<file path="config.mk">
export PLATFORM = sky130hd
export DESIGN_NAME = serbus_mode_sel
export DESIGN_NICKNAME = d
export VERILOG_FILES = /design/src/rtl/serbus_pkg.sv /design/src/rtl/serbus_pin_sync.sv /design/src/rtl/serbus_lock_ctl.sv /design/src/rtl/serbus_mode_out.sv /design/src/rtl/serbus_mode_sel.sv
export SDC_FILE = /design/constraint.sdc
export NUM_CORES = 1
export LEC_CHECK = 0
export BUFFER_PORTS_ARGS = -buffer_cell sky130_fd_sc_hd__buf_2
export CAP_MARGIN = 10
export CORE_AREA = 2 2 39 41
export DETAILED_ROUTE_END_ITERATION = 10
export DIE_AREA = 0 0 41 43
export PLACE_DENSITY_LB_ADDON = 0.15
export SYNTH_ARGS = -nofsm -noshare
export SYNTH_HDL_FRONTEND = slang
export SYNTH_SLANG_ARGS = --single-unit
export TNS_END_PERCENT = 1
</file>
<file path="constraint.sdc">
create_clock -name clk -period 2.42 [get_ports clk]
set_clock_uncertainty 0.2 [all_clocks]
set_input_delay 0.484 -clock clk [delete_from_list [all_inputs] [get_ports clk]]
set_output_delay 0.484 -clock clk [all_outputs]
set_load 0.01 [all_outputs]
</file>
<file path="src/rtl/serbus_pkg.sv">
// Package: shared types and constants for the serial bus mode selector.
// Assumes: imported by every module of the block.
package serbus_pkg;

    // Bus owner of the shared pads
    typedef enum logic {
        BUS_I2C = 1'b0,
        BUS_SPI = 1'b1
    } bus_mode_e;

    // SPI variant chosen by the wire-mode configuration bit
    typedef enum logic {
        SPI_4WIRE = 1'b0,
        SPI_3WIRE = 1'b1
    } spi_wire_e;

endpackage

</file>
<file path="src/rtl/serbus_pin_sync.sv">
// Module: serbus_pin_sync
// What it does: it passes a group of asynchronous pad levels through a chain
//               of STAGES flops, one chain per bit.
// Assumes: STAGES >= 1. RST_VAL is the idle level of each pad, so that
//          no edge appears at reset release.
module serbus_pin_sync #(
    parameter int               WIDTH   = 2,
    parameter int               STAGES  = 2,
    parameter logic [WIDTH-1:0] RST_VAL = '0
) (
    input  logic             clk,
    input  logic             rst_n,
    input  logic [WIDTH-1:0] pin_i,
    output logic [WIDTH-1:0] pin_s
);

    logic [WIDTH-1:0] chain [STAGES];

    generate
        for (genvar s = 0; s < STAGES; s++) begin : g_stage
            if (s == 0) begin : g_first
                // Purpose: capture the raw pad level
                always_ff @(posedge clk) begin
                    if (!rst_n) chain[s] <= RST_VAL;
                    else        chain[s] <= pin_i;
                end
            end else begin : g_next
                // Purpose: settle the level through one more flop
                always_ff @(posedge clk) begin
                    if (!rst_n) chain[s] <= RST_VAL;
                    else        chain[s] <= chain[s-1];
                end
            end
        end
    endgenerate

    assign pin_s = chain[STAGES-1];

endmodule

</file>
<file path="src/rtl/serbus_lock_ctl.sv">
// Module: serbus_lock_ctl
// What it does: it counts rising edges of the synchronized serial clock while
//               chip-select is low. When the count reaches LOCK_PULSES, it
//               sets a sticky SPI lock.
// Assumes: cs_s and sck_s are synchronized levels. The lock is cleared only
//          by rst_n. soft_rst and chip-select high clear the count while
//          the block is not locked. An edge seen while cs_s is high is not
//          counted.
module serbus_lock_ctl #(
    parameter int LOCK_PULSES = 4,
    localparam int CNT_W      = $clog2(LOCK_PULSES + 1)
) (
    input  logic             clk,
    input  logic             rst_n,
    input  logic             soft_rst,
    input  logic             cs_s,
    input  logic             sck_s,
    output logic             locked,
    output logic [CNT_W-1:0] pulse_cnt
);

    localparam logic [CNT_W-1:0] LAST_CNT = CNT_W'(LOCK_PULSES - 1);
    localparam logic [CNT_W-1:0] MAX_CNT  = CNT_W'(LOCK_PULSES);

    logic sck_d;
    logic sck_rise;

    // Purpose: delayed clock level for rising-edge detection
    always_ff @(posedge clk) begin
        if (!rst_n) sck_d <= 1'b0;
        else        sck_d <= sck_s;
    end

    assign sck_rise = sck_s & ~sck_d;

    // Purpose: count edges while selected and set the sticky lock
    always_ff @(posedge clk) begin
        if (!rst_n) begin
            pulse_cnt <= '0;
            locked    <= 1'b0;
        end else if (!locked) begin
            if (soft_rst || cs_s) begin
                pulse_cnt <= '0;
            end else if (sck_rise && (pulse_cnt < MAX_CNT)) begin
                pulse_cnt <= pulse_cnt + 1'b1;
                if (pulse_cnt == LAST_CNT) locked <= 1'b1;
            end
        end
    end

endmodule

</file>
<file path="src/rtl/serbus_mode_out.sv">
// Module: serbus_mode_out
// What it does: it decodes the synchronized chip-select level, the lock state
//               and the wire-mode bit into registered engine enables and pad
//               output enables.
// Assumes: rd_drive and cfg_wire come from the core clock domain. Both pads
//          are released whenever chip-select is high.
module serbus_mode_out
    import serbus_pkg::*;
(
    input  logic clk,
    input  logic rst_n,
    input  logic cs_s,
    input  logic locked,
    input  logic cfg_wire,
    input  logic rd_drive,
    output logic i2c_en,
    output logic spi_en,
    output logic sdi_oe,
    output logic sdo_oe
);

    bus_mode_e mode_nxt;
    spi_wire_e wire_sel;
    logic      selected;

    // Purpose: pick the bus owner and the SPI variant
    always_comb begin
        mode_nxt = (locked || !cs_s) ? BUS_SPI : BUS_I2C;
        wire_sel = spi_wire_e'(cfg_wire);
        selected = !cs_s;
    end

    // Purpose: register the enables so the pad controls are glitch free
    always_ff @(posedge clk) begin
        if (!rst_n) begin
            i2c_en <= 1'b0;
            spi_en <= 1'b0;
            sdi_oe <= 1'b0;
            sdo_oe <= 1'b0;
        end else begin
            i2c_en <= (mode_nxt == BUS_I2C);
            spi_en <= (mode_nxt == BUS_SPI);
            sdo_oe <= selected && rd_drive && (wire_sel == SPI_4WIRE);
            sdi_oe <= selected && rd_drive && (wire_sel == SPI_3WIRE);
        end
    end

endmodule

</file>
<file path="src/rtl/serbus_mode_sel.sv">
// Module: serbus_mode_sel (top)
// What it does: it chooses between the I2C and SPI slave engines from the
//               chip-select level. It locks into SPI after LOCK_PULSES clock
//               edges seen while selected, and drives the pad output enables
//               for 3-wire or 4-wire SPI.
// Assumes: chip_sel_n and sck_pin are raw pad levels that are not yet
//          synchronized. rst_n is the power-on reset. soft_rst is a
//          one-cycle pulse.
module serbus_mode_sel #(
    parameter int SYNC_STAGES = 2,
    parameter int LOCK_PULSES = 4,
    localparam int CNT_W      = $clog2(LOCK_PULSES + 1)
) (
    input  logic clk,
    input  logic rst_n,
    input  logic soft_rst,
    input  logic chip_sel_n,
    input  logic sck_pin,
    input  logic cfg_wire,
    input  logic rd_drive,
    output logic i2c_en,
    output logic spi_en,
    output logic spi_locked,
    output logic sdi_oe,
    output logic sdo_oe
);

    logic [1:0]       pins_s;
    logic             cs_s;
    logic             sck_s;
    logic [CNT_W-1:0] pulse_cnt;

    serbus_pin_sync #(
        .WIDTH  (2),
        .STAGES (SYNC_STAGES),
        .RST_VAL(2'b10)
    ) u_sync (
        .clk  (clk),
        .rst_n(rst_n),
        .pin_i({chip_sel_n, sck_pin}),
        .pin_s(pins_s)
    );

    assign cs_s  = pins_s[1];
    assign sck_s = pins_s[0];

    serbus_lock_ctl #(
        .LOCK_PULSES(LOCK_PULSES)
    ) u_lock (
        .clk      (clk),
        .rst_n    (rst_n),
        .soft_rst (soft_rst),
        .cs_s     (cs_s),
        .sck_s    (sck_s),
        .locked   (spi_locked),
        .pulse_cnt(pulse_cnt)
    );

    serbus_mode_out u_out (
        .clk     (clk),
        .rst_n   (rst_n),
        .cs_s    (cs_s),
        .locked  (spi_locked),
        .cfg_wire(cfg_wire),
        .rd_drive(rd_drive),
        .i2c_en  (i2c_en),
        .spi_en  (spi_en),
        .sdi_oe  (sdi_oe),
        .sdo_oe  (sdo_oe)
    );

endmodule

</file>
* Yosys cells after proc, flatten, opt, wreduce, memory -nomap -nowiden
Memories as Yosys holds them, arrays and structs flattened.
Index checks and enable logic that the tools add are counted.
W data, S select, Z words.
** Cells by class
- Magnitude comparators :: 1
- Multiplexer cells :: 11
- Bitwise logic cells :: 7
- Add/sub/neg operators :: 1
- Eq/ne operators :: 1
- Reduce and logical (&&, ||, !) cells :: 9
** Operators with widths (count)
- $mux W1 :: 7
- $mux W3 :: 2
- $logic_and A1 B1 Y1 :: 4
- $mux W2 :: 2
- $not A1 Y1 :: 4
- $add A3 B1 Y3 const B :: 1
- $eq A3 B2 Y1 const B :: 1
- $lt A3 B3 Y1 const B :: 1
- $logic_or A1 B1 Y1 :: 2
- $or A1 B1 Y1 :: 2
- $reduce_and A2 Y1 :: 1
- $reduce_bool A2 Y1 :: 1
- $and A1 B1 Y1 :: 1
- $logic_not A1 Y1 :: 1
** Storage, ports and cells
- Bits in writable memories :: 4
- Bits of input ports :: 7
- Register bits :: 9
- Logic and storage cells :: 38
- Memories :: 1
** Memory list
- u_sync.chain :: depth 2, width 2, rd ports 2, clocked after Yosys merged registers in 0, wr ports 2, line serbus_pin_sync.sv:17 : logic [WIDTH-1:0] chain [STAGES];

* Longest topological paths before layout
Gate-level depths: netlist of run 1.
- Word-level depth :: 6
- Gate-level depth with buffers :: 4
- Gate-level depth less buffers :: 4

* Modules after synthesis
Synthesis of run 1 repeated with hierarchy kept, for this count alone.
** Second synthesis, totals
- Cell total of the unflattened synthesis :: 42
- Area total of the unflattened synthesis :: 459.2 µm²
** Modules (own cells, without submodules)
- serbus_lock_ctl :: cells each 25, sequential area each 100.1 µm², area each 232.7 µm², times used 1
- serbus_mode_out :: cells each 9, sequential area each 80.1 µm², area each 121.4 µm², times used 1
- serbus_pin_sync :: cells each 8, sequential area each 80.1 µm², area each 105.1 µm², times used 1

* Worst setup path before layout of run 1
Ideal clock, no wire load.
- Path kind :: register -> register
- Start point :: register u_lock.pulse_cnt[0]
- End point :: register u_lock.pulse_cnt[2]
- Arrival time :: 1.189 ns
- Data required time :: 2.150 ns
- Cell stages (with the launch flop) :: 5
- Setup slack :: 0.961 ns
- Clock period less this slack :: 1.459 ns
- Path through :: dfxtp_1 > ha_1 > ha_1 > or3_1 > a21oi_1
** Between the ends
- Word-level cells in the longest chain between the ends :: 4
- Elaborated cells on any way between the ends :: 7
- Those cells by class :: 1 x add/sub; 1 x order compare; 2 x mux; 3 x reduce/logical
** Ends and longest elaborated chain
- start, declared :: line serbus_lock_ctl.sv:19 : output logic [CNT_W-1:0] pulse_cnt
- start signal, assigned :: line serbus_lock_ctl.sv:45 : pulse_cnt <= pulse_cnt + 1'b1;
- $lt A3 B3 Y1 :: line serbus_lock_ctl.sv:44 : end else if (sck_rise && (pulse_cnt < MAX_CNT)) begin
- $logic_and A1 B1 Y1 :: line serbus_lock_ctl.sv:44
- $reduce_bool A2 Y1 (no source line)
- $reduce_and A2 Y1 (no source line)
Several ways; a longest one is shown, not always the timed one. The select of a mux whose other input is x is not followed.
A chain may end at the register's enable or synchronous reset.

* Worst setup path after layout of run 1
Same ends and word-level chain as after synthesis.

==> out/results.ini, run 1 <==
[critical_path]
critPathMaxStageDelay_ns = 0.34
crit_fanout = 3
arrival_ns = 1.54
cp-start-kind = flip-flop
cp_common_cell = ha_1
cp_data_required_time_ns = 2.43
crit_type = flip-flop to flip-flop
crit_chain = ha_1 > ha_1 > or3_1 > a21oi_1
path_delay_family = adder cells
path_buf_inv = 0
slowest_stage = or3_1
cp-end-kind = flip-flop

[grt]
antenna_found_initial = 0
grt_pass1_vias = 283
grt_start_max_net_pins = 15
grt_overflow = 0
grt_pass1_wl_um = 1140
grt_usage_pct = 10.3

[pwr]
p_seq_share_pct = 59.6
p_comb_share_pct = 4.6
clkPwrFrac_pct = 35.8
p_switching_uw = 79.1
power.share.switching_pct = 21.3
power.total_uw = 371
intPower_uw = 292
max-vdd-ir-drop_uv = 240
p_leak_nw = 0.227
p_per_area_nw_per_um2 = 682

[timing]
max_freq_mhz = 656
rsz0062_at_grt = no
tightest_slew_ns = 0.226
slew_violations = 0
slew_headroom_pct = 84.9
final-hold-violation-count = 0
holdWs_ns = 0.173
min_period_over_period_pct = 63.0
finalSetupTns_ns = 0
final.min_clock_period_ns = 1.52
final-setup-viol-count = 0
final.setup.worst_slack_ns = 0.896

[cts]
h-tree-depth = 1
path_clk_slew_ns = 0.08
cts_tree = yes
cts_resized = 0
clock-sinks = 13
worstSkewPairLatency_ns = 0.28
cts_buffers = 3
clockBufferDepth = 2
post-cts-setup-buffers = 0
cts_root_buf = clkbuf_4
cts_hold_buf = 0

[status]
status = completed

[layout]
area.growth.synth_to_final_pct = 21.8
layout.nets = 68
fin_cells = 74
seq_area_sq_um = 260
nFillCells = 148
drive_above_1_share_pct = 25.9
diodes = 0
multiInputGateArea_sq_um = 175

[synth]
synth_nets = 53
syn_inst = 44
synth_area_sq_um = 447
ys_types = 19
syn_area_per_cell_sq_um = 10.2
ys_warn_count = 0
synth-seq-area-share_pct = 58.3
ys_seq_elements = 13

[drt]
drc_errors = 0
vias = 345
drt_first_pass_iters = 4
vias_per_cell = 4.66
final_antenna_net_count = 0
routed_wl_um = 700
drt-wirelength-per-cell_um = 9.46
first_iter_violations = 5

[die]
dieArea_sq_um = 1760
ioPinCount = 12
initial_utilization_pct = 32.3
fp.dieW_um = 41
die_h_um = 43
coreArea_sq_um = 1380
rows = 14

[placement]
gp_congestion = 0.632
dp_hpwl_um = 502
port_buffers = 11
place_inst = 70
place_ws_ns = 0.909

[hold_path]
hold_path.class = input port to flip-flop

[flow_run]
drv_cap = 0

[power by group through the flow]
stage / logic [mW] / registers (mW) / clock network, mW
detailed placement: 0.0177 / 0.226 / 0
global route: 0.0200 / 0.222 / 0.149
global placement: 0.0178 / 0.226 / 0
finish: 0.0172 / 0.221 / 0.133
CTS: 0.0178 / 0.221 / 0.142
floorplan: 0.00838 / 0.227 / 0
[cell usage in the layout (no fill, tap or decap)]
master and count:
or3b_1 1, nor3b_1 1, clkbuf_1 1, nand2b_1 3
and3_1 1, o22ai_1 2, and2_2 1, dfxtp_1 13
clkbuf_4 3, a21oi_1 2, or3_1 1, ha_1 2
inv_1 2, a21boi_0 2, nor3_1 1, and2_1 2
o21ai_0 1, nand2_1 4, nand4_1 2, nor2_1 2
buf_2 11
[sequential cells by signal, indices dropped and copies added (netlist names)]
register,cells
u_out.spi_en,1
u_out.sdi_oe,1
u_out.i2c_en,1
u_lock.pulse_cnt,3
u_out.sdo_oe,1
u_sync.chain,4
u_lock.locked,1
u_lock.sck_d,1
[cells by family (layout without fill, tap and decap cells)]
family	count (synthesis)	in the layout	share of synthesized area, %
flops	13	13	58.3
buf+inv	3	17	2.52
fa+ha+maj	2	2	5.60
simple gates	19	19	24.1
compound gates	7	7	9.52
[cell type report]
type	instances	area share [%]
multi-input combinational	28	32.2
inverter	2	1.38
sequential	13	47.8
tap	16	3.68
clock buffer	4	4.83
timing repair buffer	11	10.1
[per-layer routing]
layer / part of all wire [%] / wire length, um / vias to the layer above / global-route usage (%)
met1: 46 / 320 / 151 / 12.8
met4: 3.9 / 27 / 0 / 10.0
li1: - / - / 178 / -
met5: 0 / 0 / - / 0
met2: 43 / 301 / 12 / 12.2
met3: 7.3 / 51 / 4 / 4.71
[through the flow]
step | utilization [%] | area (sq um)
4_1_cts | 39.3 | 544
3_3_place_gp | 37.4 | 518
3_5_place_dp | 37.4 | 518
5_1_grt | 39.3 | 544
6_report | 39.3 | 544
2_1_floorplan | - | 447
[final timing paths]
path	startpoint	endpoint	slack (ns)	cells past startpoint
setup / recovery	u_lock.pulse_cnt[0]	u_lock.pulse_cnt[2]	0.90	4
setup reg to reg	u_lock.pulse_cnt[0]	u_lock.pulse_cnt[2]	0.90	4
hold / removal	cfg_wire	u_out.sdo_oe	0.17	2
hold reg to reg	u_sync.chain[0][1]	u_sync.chain[1][1]	0.21	1
[synth_stat cells]
library cell / number / area, sq um
or3b_1: 1 / 8.76
and3_1: 1 / 6.26
nor3b_1: 1 / 7.51
and2_1: 2 / 12.5
o22ai_1: 2 / 12.5
nand4_1: 2 / 12.5
inv_1: 2 / 7.51
and2_2: 1 / 7.51
dfxtp_1: 13 / 260
ha_1: 2 / 25.0
nor2_1: 2 / 7.51
nor3_1: 1 / 5.00
or3_1: 1 / 6.26
a21oi_1: 2 / 10.0
a21boi_0: 2 / 15.0
clkbuf_1: 1 / 3.75
o21ai_0: 1 / 5.00
nand2b_1: 3 / 18.8
nand2_1: 4 / 15.0
No activity file was read; power rests on OpenSTA's default activity.
==> inputs of run 2 (changes only) <==
- clock period: 2.42 -> 1.5 ns (I/O delays scaled with it)
==> out/results.ini, run 2 (synthesis gave the netlist of run 1 again) <==
[cts]
cts_root_buf = clkbuf_4
cts_buffers = 3  ; unchanged
h-tree-depth = 1  ; unchanged
post-cts-setup-buffers = 0  ; unchanged
path_clk_slew_ns = 0.07  ; about the same
clock-sinks = 13  ; unchanged
cts_tree = yes
worstSkewPairLatency_ns = 0.27  ; about the same
clockBufferDepth = 2  ; unchanged

[placement]
port_buffers = 11  ; unchanged
dp_hpwl_um = 514  ; +2.3%
gp_congestion = 0.646  ; +2.2%

[timing]
final.min_clock_period_ns = 1.46  ; -0.0641 ns
holdWs_ns = 0.00815  ; -0.165 ns
slew_headroom_pct = 84.7  ; -0.21 points
min_period_over_period_pct = 97.4  ; +34 points
slew_violations = 0  ; unchanged
tightest_slew_ns = 0.227  ; +0.00155 ns
final-hold-violation-count = 0  ; unchanged
max_freq_mhz = 685  ; +4.4%
final-setup-viol-count = 0  ; unchanged

[layout]
multiInputGateArea_sq_um = 204  ; +16%
nFillCells = 141  ; -4.7%
drive_above_1_share_pct = 36.7  ; +11 points
final_cell_mix = 11 x buf_2, 10 x dfxtp_1, 4 x nand2_1
seq_area_sq_um = 264  ; +1.4%
reg_top3 = u_sync.chain: 4 flops, u_lock.pulse_cnt: 3 flops
layout.nets = 70  ; +2.9%
final_common_cell = buf_2
diodes = 0  ; unchanged
largest_register_ffs = 4  ; unchanged
area.growth.synth_to_final_pct = 33.1
top_register = u_sync.chain

[grt]
grt_pass1_wl_um = 1170  ; +2.5%
grt_overflow = 0  ; unchanged
antenna_found_initial = 0  ; unchanged
grt_start_max_net_pins = 15  ; unchanged
grt_pass1_vias = 313  ; +11%
grt_usage_pct = 9.98  ; -0.33 points

[drt]
routed_wl_um = 714  ; +2.0%
final_antenna_net_count = 0  ; unchanged
drc_errors = 0  ; unchanged
drt-wirelength-per-cell_um = 9.39  ; -0.68%
first_iter_violations = 3  ; -2
vias_per_cell = 4.59  ; -1.5%
drt_first_pass_iters = 4  ; unchanged
vias = 349  ; +1.2%

[hold_path]
hold_path.class = input port to flip-flop
hold-path-cell-count = 2  ; unchanged

[flow_run]
drv_cap = 0  ; unchanged

[critical_path]
cp-end-kind = flip-flop
reg2reg_depth = 4  ; unchanged
cp_data_required_time_ns = 1.50  ; -0.93 ns
cp-start-kind = flip-flop
crit_chain = ha_4 > ha_4 > or3_1 > a21oi_2
cp_common_cell = ha_4
crit_type = flip-flop to flip-flop
critPathMaxStageDelay_ns = 0.35  ; about the same
slowest_stage = or3_1
crit_fanout = 2  ; -1
arrival_ns = 1.46  ; -0.08 ns

[pwr]
power.total_uw = 591  ; +59%
p_per_area_nw_per_um2 = 995  ; +46%
max-vdd-ir-drop_uv = 442  ; +84%
p_leak_nw = 0.236  ; +3.9%

[status]
status = completed

[die]
rows = 14  ; unchanged
ioPinCount = 12  ; unchanged
coreArea_sq_um = 1380  ; unchanged
dieArea_sq_um = 1760  ; unchanged
fp.dieW_um = 41  ; unchanged
die_h_um = 43  ; unchanged
initial_utilization_pct = 32.3  ; unchanged

run 2: area by class of cell:
class	instances	area share, %
Sequential cell	13	44.4
Clock buffer	4	4.42
Inverter	2	1.26
Timing Repair Buffer	13	12.2
Multi-Input combinational cell	28	34.3
Tap cell	16	3.37
run 2: through the flow:
stage	setup TNS [ns]	setup WS (ns)	utilization [%]	cells	instance area, sq um
after global routing	-0.0217	-0.0217	42.9	76	594
after floorplan	0	0.0408	-	44	447
after detailed placement	-0.0173	-0.0173	38.0	71	526
after CTS	0	0.0258	40.7	76	563
final	0	0.0396	42.9	76	594
after global placement	0	0.0199	38.0	71	526
run 2: metal layers:
layer,part of all wire (%),vias to the layer above,global-route usage [%]
met1,44,151,11.4
met2,47,13,14.4
met3,7.6,2,6.28
met4,1.8,0,4.00
met5,0,-,0
li1,-,183,-
run 2: worst max-delay path: cells and delay by family, from the launching register on:
| kind | cells | cell delay (ns) |
|---|---|---|
| AO/OA/AOI/OAI | 1 | 0.15 |
| adder cells (fa/ha/maj) | 2 | 0.36 |
| flip-flops | 1 | 0.34 |
| AND/OR/NAND/NOR | 1 | 0.35 |
run 2: what timing repair did:
item,in CTS,in global routing
gates resized for setup,1,6
endpoints found under the hold margin,1,0
endpoints found under the setup margin,1,1
pin swaps,2,3
hold buffers,1,0
run 2: worst paths after layout:
check / startpoint / end / slack (ns)
max: u_lock.pulse_cnt[1] / u_lock.pulse_cnt[2] / 0.04
min reg2reg: u_sync.chain[0][1] / u_sync.chain[1][1] / 0.21
max reg2reg: u_lock.pulse_cnt[1] / u_lock.pulse_cnt[2] / 0.04
min: chip_sel_n / u_sync.chain[0][1] / 0.008
run 2: power breakdown:
part           total [mW]  internal, mW  switching (mW)
combinational      0.0321        0.0177          0.0144
clock               0.203         0.103          0.0997
sequential          0.357         0.354         0.00304
total               0.591         0.474           0.117
